## config.mk

```make
export PLATFORM = sky130hd
export DESIGN_NAME = banked_irq_ctrl
export DESIGN_NICKNAME = d
export VERILOG_FILES = /design/src/rtl/bic_pkg.sv /design/src/rtl/bic_bank.sv /design/src/rtl/bic_regbus.sv /design/src/rtl/banked_irq_ctrl.sv
export SDC_FILE = /design/constraint.sdc
export NUM_CORES = 1
export LEC_CHECK = 0
export BUFFER_PORTS_ARGS = -buffer_cell sky130_fd_sc_hd__buf_4
export CORE_ASPECT_RATIO = 1.2
export CORE_MARGIN = 2
export CORE_UTILIZATION = 65
export CTS_BUF_LIST = sky130_fd_sc_hd__clkbuf_8
export CTS_CLUSTER_DIAMETER = 120
export DETAILED_ROUTE_END_ITERATION = 8
export PLACE_DENSITY_LB_ADDON = 0.2
export SETUP_SLACK_MARGIN = 0.1
export SYNTH_ARGS = -nofsm -noshare
export SYNTH_HDL_FRONTEND = slang
export SYNTH_SLANG_ARGS = --single-unit
```

## constraint.sdc

```tcl
create_clock -name clk -period 4.3 [get_ports clk]
set_input_delay 0.43 -clock clk [delete_from_list [all_inputs] [get_ports clk]]
set_output_delay 0.43 -clock clk [all_outputs]
set_load 0.01 [all_outputs]
```

## src/rtl/bic_pkg.sv

```systemverilog
`timescale 1ns/1ps
package bic_pkg;
   // Byte offsets of the register words; banked words step by BANK_STRIDE.
   localparam int unsigned OFF_PROT    = 32'h08;
   localparam int unsigned OFF_TRIG    = 32'h0C;
   localparam int unsigned OFF_PEND    = 32'h10;
   localparam int unsigned OFF_HELD    = 32'h20;
   localparam int unsigned OFF_ENAB    = 32'h40;
   localparam int unsigned OFF_MASK    = 32'h50;
   localparam int unsigned BANK_STRIDE = 4;
   localparam int unsigned MAX_BANKS   = 4;
   localparam int unsigned TRIG_W      = 2;

   typedef struct packed {
      logic       prot;
      logic [TRIG_W-1:0] trig;
   } bic_ctrl_t;
endpackage

```

## src/rtl/bic_bank.sv

```systemverilog
`timescale 1ns/1ps
module bic_bank #(
   parameter int unsigned BANK_W = 32,
   parameter int unsigned DATA_W = 32
) (
   input  logic              clk,
   input  logic              rst_n,
   input  logic [BANK_W-1:0] src_i,
   input  logic [DATA_W-1:0] wdata_i,
   input  logic              clr_pend_i,
   input  logic              wr_enab_i,
   input  logic              wr_mask_i,
   output logic [BANK_W-1:0] pend_o,
   output logic [BANK_W-1:0] enab_o,
   output logic [BANK_W-1:0] mask_o,
   output logic [BANK_W-1:0] held_o,
   output logic              req_o
);
   logic [BANK_W-1:0] wbits;
   logic [BANK_W-1:0] clr_bits;
   logic [BANK_W-1:0] pend_q, enab_q, mask_q;

   generate
      if (DATA_W > BANK_W) begin : g_trim
         logic [DATA_W-BANK_W-1:0] spare;
         assign wbits = wdata_i[BANK_W-1:0];
         assign spare = wdata_i[DATA_W-1:BANK_W];
      end else begin : g_full
         assign wbits = wdata_i;
      end
   endgenerate

   assign clr_bits = clr_pend_i ? wbits : '0;

   always_ff @(posedge clk or negedge rst_n) begin
      if (!rst_n) begin
         pend_q <= '0;
         enab_q <= '0;
         mask_q <= '1;
      end else begin
         // level input dominates a same-edge clear
         pend_q <= (pend_q & ~clr_bits) | src_i;
         if (wr_enab_i) enab_q <= wbits;
         if (wr_mask_i) mask_q <= wbits;
      end
   end

   assign pend_o = pend_q;
   assign enab_o = enab_q;
   assign mask_o = mask_q;
   assign held_o = pend_q & enab_q & mask_q;
   assign req_o  = |(pend_q & enab_q & ~mask_q);
endmodule

```

## src/rtl/bic_regbus.sv

```systemverilog
`timescale 1ns/1ps
module bic_regbus
   import bic_pkg::*;
#(
   parameter int unsigned NUM_BANKS = 3,
   parameter int unsigned BANK_W    = 32,
   parameter int unsigned DATA_W    = 32,
   parameter int unsigned ADDR_W    = 10,
   localparam int unsigned NUM_SRC  = NUM_BANKS * BANK_W
) (
   input  logic               clk,
   input  logic               rst_n,
   input  logic               valid_i,
   input  logic               write_i,
   input  logic               priv_i,
   input  logic [ADDR_W-1:0]  addr_i,
   input  logic [DATA_W-1:0]  wdata_i,
   input  logic [NUM_SRC-1:0] pend_i,
   input  logic [NUM_SRC-1:0] enab_i,
   input  logic [NUM_SRC-1:0] mask_i,
   input  logic [NUM_SRC-1:0] held_i,
   output logic [NUM_BANKS-1:0] clr_pend_o,
   output logic [NUM_BANKS-1:0] wr_enab_o,
   output logic [NUM_BANKS-1:0] wr_mask_o,
   output logic [DATA_W-1:0]  rdata_o,
   output logic               prot_o
);
   bic_ctrl_t ctrl_q;
   logic      wr_ok;

   assign wr_ok  = valid_i && write_i && (!ctrl_q.prot || priv_i);
   assign prot_o = ctrl_q.prot;

   always_ff @(posedge clk or negedge rst_n) begin
      if (!rst_n) begin
         ctrl_q <= '0;
      end else if (wr_ok) begin
         if (addr_i == ADDR_W'(OFF_PROT)) ctrl_q.prot <= wdata_i[0];
         if (addr_i == ADDR_W'(OFF_TRIG)) ctrl_q.trig <= wdata_i[TRIG_W-1:0];
      end
   end

   always_comb begin
      for (int k = 0; k < NUM_BANKS; k++) begin
         clr_pend_o[k] = wr_ok && (addr_i == ADDR_W'(OFF_PEND + BANK_STRIDE*k));
         wr_enab_o[k]  = wr_ok && (addr_i == ADDR_W'(OFF_ENAB + BANK_STRIDE*k));
         wr_mask_o[k]  = wr_ok && (addr_i == ADDR_W'(OFF_MASK + BANK_STRIDE*k));
      end
   end

   always_comb begin
      rdata_o = '0;
      if (addr_i == ADDR_W'(OFF_PROT)) rdata_o[0] = ctrl_q.prot;
      if (addr_i == ADDR_W'(OFF_TRIG)) rdata_o[TRIG_W-1:0] = ctrl_q.trig;
      for (int k = 0; k < NUM_BANKS; k++) begin
         if (addr_i == ADDR_W'(OFF_PEND + BANK_STRIDE*k))
            rdata_o[BANK_W-1:0] = pend_i[k*BANK_W +: BANK_W];
         if (addr_i == ADDR_W'(OFF_HELD + BANK_STRIDE*k))
            rdata_o[BANK_W-1:0] = held_i[k*BANK_W +: BANK_W];
         if (addr_i == ADDR_W'(OFF_ENAB + BANK_STRIDE*k))
            rdata_o[BANK_W-1:0] = enab_i[k*BANK_W +: BANK_W];
         if (addr_i == ADDR_W'(OFF_MASK + BANK_STRIDE*k))
            rdata_o[BANK_W-1:0] = mask_i[k*BANK_W +: BANK_W];
      end
   end
endmodule

```

## src/rtl/banked_irq_ctrl.sv

```systemverilog
`timescale 1ns/1ps
module banked_irq_ctrl
   import bic_pkg::*;
#(
   parameter int unsigned NUM_BANKS = 3,
   parameter int unsigned BANK_W    = 32,
   parameter int unsigned DATA_W    = 32,
   parameter int unsigned ADDR_W    = 10,
   localparam int unsigned NUM_SRC  = NUM_BANKS * BANK_W
) (
   input  logic               clk,
   input  logic               rst_n,
   input  logic [NUM_SRC-1:0] src_i,
   input  logic               bus_valid_i,
   input  logic               bus_write_i,
   input  logic               bus_priv_i,
   input  logic [ADDR_W-1:0]  bus_addr_i,
   input  logic [DATA_W-1:0]  bus_wdata_i,
   output logic [DATA_W-1:0]  bus_rdata_o,
   output logic               irq_o
);
   generate
      if (NUM_BANKS < 1 || NUM_BANKS > MAX_BANKS) begin : g_bad_banks
         $error("NUM_BANKS must lie in 1..%0d", MAX_BANKS);
      end
      if (BANK_W < TRIG_W || BANK_W > DATA_W) begin : g_bad_width
         $error("BANK_W must lie in TRIG_W..DATA_W");
      end
      if (ADDR_W < 7) begin : g_bad_addr
         $error("ADDR_W too small for the register window");
      end
   endgenerate

   logic [NUM_SRC-1:0]   pend_all, enab_all, mask_all, held_all;
   logic [NUM_BANKS-1:0] clr_pend, wr_enab, wr_mask, bank_req;
   logic                 prot;
   logic                 irq_q;

   bic_regbus #(
      .NUM_BANKS(NUM_BANKS), .BANK_W(BANK_W),
      .DATA_W(DATA_W), .ADDR_W(ADDR_W)
   ) u_regs (
      .clk(clk), .rst_n(rst_n),
      .valid_i(bus_valid_i), .write_i(bus_write_i), .priv_i(bus_priv_i),
      .addr_i(bus_addr_i), .wdata_i(bus_wdata_i),
      .pend_i(pend_all), .enab_i(enab_all), .mask_i(mask_all), .held_i(held_all),
      .clr_pend_o(clr_pend), .wr_enab_o(wr_enab), .wr_mask_o(wr_mask),
      .rdata_o(bus_rdata_o), .prot_o(prot)
   );

   for (genvar k = 0; k < NUM_BANKS; k++) begin : g_bank
      bic_bank #(.BANK_W(BANK_W), .DATA_W(DATA_W)) u_bank (
         .clk(clk), .rst_n(rst_n),
         .src_i(src_i[k*BANK_W +: BANK_W]),
         .wdata_i(bus_wdata_i),
         .clr_pend_i(clr_pend[k]), .wr_enab_i(wr_enab[k]), .wr_mask_i(wr_mask[k]),
         .pend_o(pend_all[k*BANK_W +: BANK_W]),
         .enab_o(enab_all[k*BANK_W +: BANK_W]),
         .mask_o(mask_all[k*BANK_W +: BANK_W]),
         .held_o(held_all[k*BANK_W +: BANK_W]),
         .req_o(bank_req[k])
      );
   end

   always_ff @(posedge clk or negedge rst_n) begin
      if (!rst_n) irq_q <= 1'b0;
      else        irq_q <= |bank_req;
   end

   assign irq_o = irq_q;
endmodule

```

==> flow_metrics.env <==
export IMPL_tritoncts="built"
export IMPL_final_common_cell="nand2_1"
export IMPL_seq_area_um2=7430
export IMPL_finalWirelength_um=58700
export IMPL_critical_path_depth=10
export IMPL_timing_hold_ws_ps=9.20
export IMPL_cts_clk_slew_worst_paths_ps=60
export IMPL_fin_worst_skew_ps=41.6
export IMPL_min_period_over_period_pct=81.6
export IMPL_synth_nets=1752
export IMPL_place_congestion=0.996
export IMPL_path_buf_inv=4
export IMPL_hp_class="input pin to flop"
export IMPL_r2r_start="u_regs.prot_o"
export IMPL_fp_dieH_um=176
export IMPL_grt_usage_pct=44.9
export IMPL_async_flop_share_pct=100
export IMPL_synth_top_area_share_pct=30.7
export IMPL_rsz0062_at_grt="false"
export IMPL_cp_cell_sequence="buf_4 > nor4b_4 > buf_4 > and2_1 > buf_4 > o21ai_0 > o21ai_0 > o22ai_1 > a31oi_1 > buf_4"
export IMPL_num_vias=15000
export IMPL_avgViaCountPerCell=7.13
export IMPL_drt_first_iter_violations=1927
export IMPL_fillerInstances=1688
export IMPL_synthFlopType="dfrtp_1"
export IMPL_rows=62
export IMPL_wl_per_cell_um=27.8
export IMPL_syn_inst=1609
export IMPL_crit_arrival_ps=3080
export IMPL_num_io_pins=176
export IMPL_post_cts_setup_buffers=0
export IMPL_grt_ovfl_total=0
export IMPL_synth_cell_types=65
export IMPL_peakVddDrop_mv=0.275
export IMPL_grt_first_pass_wirelength_um=87400
export IMPL_cp_endpoint="bus_rdata_o[18]"
export IMPL_timing_rr_end="g_bank[0].u_bank.mask_o[1]"
export IMPL_synth_seq_cells=292
export IMPL_port_buffer_count=175
export IMPL_crit_top_cell="buf_4"
export IMPL_avgSynthCellArea_um2=9.93
export IMPL_cp_startpoint="bus_addr_i[4]"
export IMPL_max_freq_mhz=285
export IMPL_synthTopCellsByArea="dfrtp_1 (31%), dfstp_2 (16%), mux2_2 (11%)"
export IMPL_slowest_delay_ps=410
export IMPL_die_area_um2=25800
export IMPL_hold_viol_final=0
export IMPL_cp_required_ps=3870
export IMPL_syn_to_final_growth_pct=15.9
export IMPL_yosysSeqAreaShare_pct=46.5
export IMPL_first_pass_iters=6
export IMPL_critPathKind="input pin to output port"
export IMPL_clk_latency_ps=600
export IMPL_end_kind="output port"
export IMPL_final_cell_mix="nand2_1 (273), buf_4 (209), dfrtp_1 (196)"
export IMPL_core_area_um2=24000
export IMPL_place_hpwl_um=39000
export IMPL_synth_warnings=0
export IMPL_max_cap_violations=0
export IMPL_startpoint_type="input pin"
export IMPL_start_util_pct=66.4
export IMPL_power_total_mw=5.82
export IMPL_root_buffer="clkbuf_8"
export IMPL_cp_slowest_cell="buf_4"
export IMPL_tns_ps=0
export IMPL_finalCriticalPeriod_ps=3510
export IMPL_max_slew_margin_rel_pct=19.7
export IMPL_multiInputGateArea_um2=7900
export IMPL_maxSlewViolCount=0
export IMPL_reg2reg_depth=7
export IMPL_antenna_cells=0
export IMPL_drive_above_1_share_pct=33.3
export IMPL_min_path_cells=2
export IMPL_h_tree_depth=2
export IMPL_cp_max_fo=32
export IMPL_tightest_slew_ps=1200
export IMPL_p_leak_nw=7.78
export IMPL_syn_area_um2=16000
export IMPL_synth_largest_area_cell="dfrtp_1"
export IMPL_die_x_um=147
export IMPL_r2r_setup_slack_ps=1740
export IMPL_nets=1893
export IMPL_clock_sinks=292
export IMPL_grt_pass1_vias=14700
export IMPL_p_per_area_nw_per_um2=314
export IMPL_cts_buffers=46
export IMPL_cts_buffer_depth=3
export IMPL_grt_max_degree=118
export IMPL_antenna_found_initial=0
export IMPL_finalSetupViolCount=0
export IMPL_status="finished clean"
export IMPL_synth_edf_count=0
export IMPL_critPathTopFamily="buffers and inverters"
export IMPL_detail_route_antenna_nets=0
export IMPL_drc=0
report_power, final:
group          leakage [nW]  total [mW]  internal [mW]  switching [mW]
logic                  3.98       0.418          0.160           0.258
clock network         0.583        2.60           1.45            1.16
registers              3.22        2.80           2.78          0.0201
metrics by stage:
step                utilization, %  instance area [um^2]  cells  setup slack, ps
floorplan                        -                 16000   1609             1860
global placement              72.6                 17500   2021              963
detailed placement            72.6                 17500   2021              955
CTS                           77.0                 18500   2107              949
global route                  77.0                 18500   2107              685
finish                        77.0                 18500   2107              791
Yosys cell counts (7+ instances only):
master	number
mux2_1	9
nor3_1	9
o21ai_0	96
nand4_1	11
dfstp_2	96
nand3_1	15
o21ai_1	20
mux2_4	30
a21o_1	96
o22ai_1	127
a21oi_1	67
buf_4	12
dfrtp_1	196
a31oi_1	41
clkbuf_1	55
buf_2	43
buf_6	11
a22oi_1	21
nor4_1	10
nor2b_1	7
and3_1	58
mux2_2	156
nor2_1	52
nand2_1	273
how the worst min path moves through the flow:
stage	start	endpoint	slack, ps
3_5_place_dp	g_bank[2].u_bank.pend_o[5]	g_bank[2].u_bank.pend_o[5]	490
3_3_place_gp	g_bank[2].u_bank.pend_o[23]	g_bank[2].u_bank.pend_o[23]	480
6_report	src_i[72]	g_bank[2].u_bank.pend_o[8]	9
2_1_floorplan	rst_n	g_bank[0].u_bank.enab_o[0]	130
5_1_grt	src_i[2]	g_bank[0].u_bank.pend_o[2]	10
4_1_cts	src_i[38]	g_bank[1].u_bank.pend_o[6]	10
timing repair:
action / 4_1_cts / 5_1_grt
gates resized for setup: 0 / 0
hold endpoints to repair: 74 / 0
hold buffers: 1 / 0
state kept, by name (all words and copies together) (netlist names):
name,flops
g_bank.u_bank.pend_o,96
irq_o,1
g_bank.u_bank.mask_o,96
u_regs.ctrl_q,2
g_bank.u_bank.enab_o,96
u_regs.prot_o,1
metal layers:
metal / vias to the layer above / track usage (%) / wire [um]
li1: 6215 / - / -
met1: 7230 / 56.3 / 20300
met2: 1250 / 69.3 / 26300
met3: 328 / 12.2 / 7850
met4: 0 / 28.0 / 4240
met5: - / 0 / 0
worst reg2reg max path: stages (launching register included):
cell and delay (ps):
dfrtp_1 370, inv_1 100, o211ai_2 90, buf_4 210
nor2_1 270, nand2_1 640, buf_12 440, mux2_1 360
area by class of cell:
class,count,area share (%)
Sequential cell,292,40.1
Clock inverter,21,0.818
Timing Repair Buffer,218,9.37
Inverter,5,0.101
Clock buffer,64,4.76
Multi-Input combinational cell,1187,42.7
Tap cell,320,2.16
cell families after synthesis:
group,share of synthesized area (%)
AOI/OAI and AO/OA,20.2
buffers and inverters,4.21
DFF,46.5
muxes,14.8
and+or+nand+nor,14.3
No activity file was read; power rests on OpenSTA's default activity.
